===== config.mk =====
export PLATFORM = sky130hd
export DESIGN_NAME = illum_pulse_gen
export DESIGN_NICKNAME = d
export VERILOG_FILES = /design/src/rtl/illum_pkg.sv /design/src/rtl/illum_win_edge.sv /design/src/rtl/illum_cfg_bank.sv /design/src/rtl/illum_pulse_seq.sv /design/src/rtl/illum_pulse_gen.sv
export SDC_FILE = /design/constraint.sdc
export NUM_CORES = 1
export LEC_CHECK = 0
export BUFFER_PORTS_ARGS = -buffer_cell sky130_fd_sc_hd__buf_2
export CAP_MARGIN = 20
export CELL_PAD_IN_SITES_DETAIL_PLACEMENT = 0
export CELL_PAD_IN_SITES_GLOBAL_PLACEMENT = 1
export CORE_ASPECT_RATIO = 1.5
export CORE_MARGIN = 2
export CORE_UTILIZATION = 30
export CTS_BUF_LIST = sky130_fd_sc_hd__clkbuf_8
export DETAILED_ROUTE_END_ITERATION = 8
export GPL_TIMING_DRIVEN = 0
export PLACE_DENSITY_LB_ADDON = 0.1
export SYNTH_ARGS = -nofsm -noshare
export SYNTH_HDL_FRONTEND = slang
export SYNTH_SLANG_ARGS = --single-unit

===== constraint.sdc =====
create_clock -name clk -period 3.98 [get_ports clk]
set_clock_uncertainty 0.2 [all_clocks]
set_input_delay 0.796 -clock clk [delete_from_list [all_inputs] [get_ports clk]]
set_output_delay 0.796 -clock clk [all_outputs]
set_load 0.01 [all_outputs]

===== src/rtl/illum_pkg.sv =====
// Package: shared types for the illumination pulse generator.
// Assumes: nothing beyond IEEE 1800-2017.
package illum_pkg;

    // Field selected by a setting write
    typedef enum logic {
        FLD_LEN = 1'b0,
        FLD_CNT = 1'b1
    } fld_sel_e;

    // Phase of one channel's pulse sequencer
    typedef enum logic [1:0] {
        PH_IDLE = 2'd0,
        PH_ON   = 2'd1,
        PH_OFF  = 2'd2
    } pulse_ph_e;

endpackage


===== src/rtl/illum_win_edge.sv =====
// Module: detects the opening of an integration window.
// Assumes: integ_i is synchronous to clk.
module illum_win_edge (
    input  logic clk,
    input  logic rst_n,
    input  logic integ_i,
    output logic start_o
);
    logic integ_q;

    // Remember the window level from the previous edge
    always_ff @(posedge clk) begin
        if (!rst_n) integ_q <= 1'b0;
        else        integ_q <= integ_i;
    end

    assign start_o = integ_i & ~integ_q;
endmodule


===== src/rtl/illum_cfg_bank.sv =====
// Module: staging and working registers for one light channel.
// A write updates the staging copy. The working length is copied from
// staging when a window opens. Assumes DATA_W >= LEN_W and DATA_W >= CNT_W.
module illum_cfg_bank
    import illum_pkg::*;
#(
    parameter int LEN_W  = 8,
    parameter int CNT_W  = 4,
    parameter int DATA_W = 8,
    parameter int CH_W   = 2,
    parameter int CH_IDX = 0
) (
    input  logic              clk,
    input  logic              rst_n,
    input  logic              wr_en,
    input  logic [CH_W-1:0]   wr_ch,
    input  logic              wr_sel,
    input  logic [DATA_W-1:0] wr_data,
    input  logic              load,
    output logic [LEN_W-1:0]  len_stg,
    output logic [CNT_W-1:0]  cnt_stg,
    output logic [LEN_W-1:0]  len_sh
);
    localparam logic [CH_W-1:0] MY_ID = CH_W'(CH_IDX);

    logic hit;
    assign hit = wr_en && (wr_ch == MY_ID);

    // Staging registers, written by the setting port
    always_ff @(posedge clk) begin
        if (!rst_n) begin
            len_stg <= '0;
            cnt_stg <= '0;
        end else if (hit) begin
            if (fld_sel_e'(wr_sel) == FLD_LEN) len_stg <= wr_data[LEN_W-1:0];
            else                               cnt_stg <= wr_data[CNT_W-1:0];
        end
    end

    // Working length, copied from staging when a window opens
    always_ff @(posedge clk) begin
        if (!rst_n)    len_sh <= '0;
        else if (load) len_sh <= len_stg;
    end
endmodule


===== src/rtl/illum_pulse_seq.sv =====
// Module: pulse sequencer for one channel. When a window opens it starts
// a train of cnt pulses, each len cycles high followed by len cycles low.
// A closed window forces it idle. Assumes len_sh holds len_stg from the
// window-start edge onward.
module illum_pulse_seq
    import illum_pkg::*;
#(
    parameter int LEN_W = 8,
    parameter int CNT_W = 4
) (
    input  logic             clk,
    input  logic             rst_n,
    input  logic             integ_i,
    input  logic             start_i,
    input  logic [LEN_W-1:0] len_stg,
    input  logic [CNT_W-1:0] cnt_stg,
    input  logic [LEN_W-1:0] len_sh,
    output logic             led_q
);
    pulse_ph_e        ph;
    logic [LEN_W-1:0] tmr;
    logic [CNT_W-1:0] left;

    // Phase, interval timer and remaining-pulse counter
    always_ff @(posedge clk) begin
        if (!rst_n) begin
            ph    <= PH_IDLE;
            tmr   <= '0;
            left  <= '0;
            led_q <= 1'b0;
        end else if (!integ_i) begin
            ph    <= PH_IDLE;
            led_q <= 1'b0;
        end else if (start_i) begin
            if (len_stg != '0 && cnt_stg != '0) begin
                ph    <= PH_ON;
                led_q <= 1'b1;
                tmr   <= len_stg - LEN_W'(1);
                left  <= cnt_stg;
            end else begin
                ph    <= PH_IDLE;
                led_q <= 1'b0;
            end
        end else if (ph != PH_IDLE) begin
            if (tmr != '0) begin
                tmr <= tmr - LEN_W'(1);
            end else if (ph == PH_ON) begin
                led_q <= 1'b0;
                left  <= left - CNT_W'(1);
                tmr   <= len_sh - LEN_W'(1);
                ph    <= (left == CNT_W'(1)) ? PH_IDLE : PH_OFF;
            end else begin
                led_q <= 1'b1;
                tmr   <= len_sh - LEN_W'(1);
                ph    <= PH_ON;
            end
        end
    end
endmodule


===== src/rtl/illum_pulse_gen.sv =====
// Module: top level of the integration-gated illumination pulse generator.
// One configuration bank and one sequencer for each channel. Outputs are
// gated by the window level. Assumes LEN_W >= CNT_W and NUM_CH >= 2.
module illum_pulse_gen #(
    parameter int NUM_CH = 3,
    parameter int LEN_W  = 8,
    parameter int CNT_W  = 4,
    localparam int CH_W  = $clog2(NUM_CH)
) (
    input  logic              clk,
    input  logic              rst_n,
    input  logic              integ_i,
    input  logic              wr_en_i,
    input  logic [CH_W-1:0]   wr_ch_i,
    input  logic              wr_sel_i,
    input  logic [LEN_W-1:0]  wr_data_i,
    output logic [NUM_CH-1:0] led_o
);
    logic                         start;
    logic [NUM_CH-1:0]            seq_led;
    logic [NUM_CH-1:0][LEN_W-1:0] len_stg;
    logic [NUM_CH-1:0][CNT_W-1:0] cnt_stg;
    logic [NUM_CH-1:0][LEN_W-1:0] len_sh;

    illum_win_edge u_edge (
        .clk     (clk),
        .rst_n   (rst_n),
        .integ_i (integ_i),
        .start_o (start)
    );

    for (genvar c = 0; c < NUM_CH; c++) begin : g_ch
        illum_cfg_bank #(
            .LEN_W  (LEN_W),
            .CNT_W  (CNT_W),
            .DATA_W (LEN_W),
            .CH_W   (CH_W),
            .CH_IDX (c)
        ) u_cfg (
            .clk     (clk),
            .rst_n   (rst_n),
            .wr_en   (wr_en_i),
            .wr_ch   (wr_ch_i),
            .wr_sel  (wr_sel_i),
            .wr_data (wr_data_i),
            .load    (start),
            .len_stg (len_stg[c]),
            .cnt_stg (cnt_stg[c]),
            .len_sh  (len_sh[c])
        );

        illum_pulse_seq #(
            .LEN_W (LEN_W),
            .CNT_W (CNT_W)
        ) u_seq (
            .clk     (clk),
            .rst_n   (rst_n),
            .integ_i (integ_i),
            .start_i (start),
            .len_stg (len_stg[c]),
            .cnt_stg (cnt_stg[c]),
            .len_sh  (len_sh[c]),
            .led_q   (seq_led[c])
        );

        // Drop the drive the moment the window closes
        assign led_o[c] = seq_led[c] & integ_i;
    end
endmodule


==> flow_metrics.env <==
export IMPL_synth_async_sr_flop_share=0
export IMPL_synth_ff_latch_count=103
export IMPL_design_area_sq_mm=0.00567
export IMPL_cts_setup_buffers=0
export IMPL_htreeDepth=3
export IMPL_syn_area_per_cell_sq_um=7.93
export IMPL_cap_violations=0
export IMPL_crit_family="buffers and inverters"
export IMPL_cts_hold_buf=0
export IMPL_slowest_stage="buf_1"
export IMPL_period_minus_slack_ns=3.74
export IMPL_port_buffers=16
export IMPL_clock_path_buffers=2
export IMPL_synth_seq_area_share=0.407
export IMPL_route_vias_total=4688
export IMPL_hold_ws_ns=0.261
export IMPL_total_power_mw=2.18
export IMPL_drt_wl_total_um=17600
export IMPL_grt_max_degree=17
export IMPL_dp_final_hpwl_um=13000
export IMPL_layout_common_cells="120 x nand2_1, 103 x dfxtp_1, 76 x a21oi_1, 70 x nor2_1, 35 x o21ai_0"
export IMPL_timing_final_ws_setup_ns=0.240
export IMPL_hold_class="reg -> reg"
export IMPL_syn_inst=640
export IMPL_grt_total_usage=0.205
export IMPL_die_x_um=110
export IMPL_crit_fanout=10
export IMPL_start_kind="input pin"
export IMPL_vias_per_cell=5.31
export IMPL_max_slew_margin=0.336
export IMPL_diodes=0
export IMPL_switching_share=0.288
export IMPL_ys_types=63
export IMPL_worstSetupPathType="in -> reg"
export IMPL_p_comb_frac=0.152
export IMPL_ios=18
export IMPL_fin_crit_sh=0.940
export IMPL_leakagePower_nw=2.02
export IMPL_cts_tree="yes"
export IMPL_wl_per_cell_um=19.9
export IMPL_synth_edff_count=0
export IMPL_worstSkewPairLatency_ns=0.38
export IMPL_syn_area_sq_mm=0.00507
export IMPL_final_net_count=692
export IMPL_seqPwrFrac=0.495
export IMPL_core_sq_mm=0.0167
export IMPL_path_buf_inv=4
export IMPL_clk_pin_slew_worst_paths_ns=0.09
export IMPL_peakVddDrop_uv=131
export IMPL_setup_tns_ns=0
export IMPL_grt_pass1_vias=4795
export IMPL_place_ws_ns=-0.487
export IMPL_cts_root_buf="clkbuf_8"
export IMPL_fill_cells=1808
export IMPL_setup_viol=0
export IMPL_synth_nets=664
export IMPL_p_int_mw=1.55
export IMPL_overflow=0
export IMPL_final_max_slew_viol_count=0
export IMPL_cts_buffers=9
export IMPL_p_clk_frac=0.353
export IMPL_drt_iter0_markers=283
export IMPL_firstDrtPassIters=5
export IMPL_cp_slowest_stage_delay_ns=0.58
export IMPL_place_area_sq_mm=0.00542
export IMPL_final_util=0.340
export IMPL_p_switching_uw=630
export IMPL_required_ns=4.04
export IMPL_row_count=58
export IMPL_die_area_sq_mm=0.0180
export IMPL_grt_first_pass_wirelength_um=27200
export IMPL_drc_errors=0
export IMPL_crit_chain="buf_2, nor2b_4, clkbuf_4, clkbuf_4, buf_1, nand2_1, o21a_1, ha_1, nand3b_1, o211ai_1, nor3b_2, xnor2_1, a21oi_1"
export IMPL_crit_top_cell="clkbuf_4"
export IMPL_layout_drive_gt1_share=0.0877
export IMPL_worst_pin_slew_ns=0.987
export IMPL_multi_input_comb_area_sq_mm=0.00282
export IMPL_dp_cells=867
export IMPL_cts_sinks=103
export IMPL_timing_fmax_mhz=267
export IMPL_regArea_sq_mm=0.00206
export IMPL_antenna_found_initial=0
export IMPL_ant_nets=0
export IMPL_critPathArrivalTime_ns=3.80
export IMPL_status="completed"
export IMPL_rsz0062_at_grt="false"
export IMPL_initial_core_util=0.304
export IMPL_instances_no_fill=883
export IMPL_end_kind="flip-flop"
export IMPL_synth_flop_cell="dfxtp_1"
export IMPL_area_growth_pct=11.7
export IMPL_hold_viol=0
export IMPL_power_density_mw_per_mm2=385
export IMPL_mostFrequentLayoutCell="nand2_1"
export IMPL_die_y_um=163
export IMPL_yosysWarnings=0
export IMPL_globalplace_congestion=0.837
## worst paths after layout
check	from	to	slack (ns)	cells past startpoint
max reg2reg	u_edge.integ_q	g_ch[2].u_seq.tmr[6]	0.48	12
min reg2reg	g_ch[1].u_cfg.len_sh[2]	g_ch[1].u_cfg.len_sh[2]	0.26	2
min	g_ch[1].u_cfg.len_sh[2]	g_ch[1].u_cfg.len_sh[2]	0.26	2
max	integ_i	g_ch[2].u_seq.tmr[6]	0.24	13
## sequential cells by signal, indices dropped and copies added, names as in the netlist
register            count
g_ch.u_seq.tmr         24
g_ch.u_cfg.cnt_stg     12
g_ch.u_seq.left        12
g_ch.u_seq.ph           6
u_edge.integ_q          1
g_ch.u_cfg.len_stg     24
g_ch.u_cfg.len_sh      24
## area by class of cell
class,count,share of cell area
clock inverter,5,0.0139
clock buffer,11,0.0267
inverter,13,0.00861
multi-input combinational,489,0.498
timing repair buffer,17,0.0150
buffer,35,0.0280
tap,210,0.0464
sequential,103,0.364
## power groups by stage
stage          clock, mW  combinational [mW]  sequential [mW]
3_5_place_dp           0               0.330             1.10
3_3_place_gp           0               0.328             1.10
6_report           0.772               0.332             1.08
2_1_floorplan          0               0.219             1.09
4_1_cts            0.796               0.332             1.08
5_1_grt            0.827               0.364             1.08
## Yosys cell counts (2+ instances only)
master | n | area share
nor4_1 | 13 | 0.016
nand4b_1 | 6 | 0.010
a21oi_1 | 76 | 0.075
nand3_1 | 6 | 0.0059
o22ai_1 | 2 | 0.0025
buf_1 | 5 | 0.0037
clkbuf_1 | 19 | 0.014
a311oi_1 | 3 | 0.0052
a311o_1 | 2 | 0.0039
o31ai_1 | 2 | 0.0030
o21ai_2 | 2 | 0.0035
or3_1 | 2 | 0.0025
o221ai_1 | 2 | 0.0035
mux2_2 | 2 | 0.0044
nor2b_1 | 4 | 0.0049
xor2_1 | 4 | 0.0069
nor3_1 | 10 | 0.0099
xnor2_1 | 13 | 0.022
o211ai_1 | 6 | 0.0089
a31oi_1 | 6 | 0.0074
dfxtp_1 | 103 | 0.41
a211o_1 | 5 | 0.0086
ha_1 | 9 | 0.022
nor4_2 | 2 | 0.0049
nor4b_1 | 4 | 0.0069
buf_2 | 10 | 0.0099
a22o_1 | 2 | 0.0035
mux2i_1 | 23 | 0.045
o21a_1 | 3 | 0.0044
o211a_1 | 3 | 0.0059
a211oi_1 | 9 | 0.013
or2b_1 | 2 | 0.0030
a2bb2oi_1 | 2 | 0.0035
o21ai_0 | 35 | 0.035
and3_1 | 2 | 0.0025
and2_1 | 4 | 0.0049
nand2_1 | 120 | 0.089
nand3b_1 | 3 | 0.0044
inv_1 | 12 | 0.0089
nand2b_1 | 4 | 0.0049
o41ai_1 | 2 | 0.0035
nor2_1 | 70 | 0.052
a22oi_1 | 6 | 0.0089
## metal layers
metal | GRT usage | part of all wire
met5 | 0 | 0
met4 | 0.0892 | 0.035
met3 | 0.0287 | 0.031
met2 | 0.369 | 0.51
met1 | 0.235 | 0.42
## logic make-up after synthesis
family                   count (synthesis)  share of synthesized area
XOR/XNOR                                17                     0.0294
AO/OA/AOI/OAI                          176                      0.213
adder cells (fa/ha/maj)                  9                     0.0222
AND/OR/NAND/NOR                        262                      0.240
buffers and inverters                   48                     0.0395
flip-flops                             103                      0.407
multiplexers                            25                     0.0498
## worst register-to-register path, stage by stage, from the launching register on
cell and delay [ns]:
dfxtp_1 0.44, nor2b_4 0.25, clkbuf_4 0.30, clkbuf_4 0.29, buf_1 0.59, nand2_1 0.18
o21a_1 0.15, ha_1 0.25, nand3b_1 0.11, o211ai_1 0.17, nor3b_2 0.21, xnor2_1 0.17
a21oi_1 0.08
## timing repair
action / CTS / global route
pin swaps: 0 / 1
setup endpoints to repair: 1 / 1
gates resized for setup: 1 / 4
Note: power is estimated with default switching activity, not from simulation.
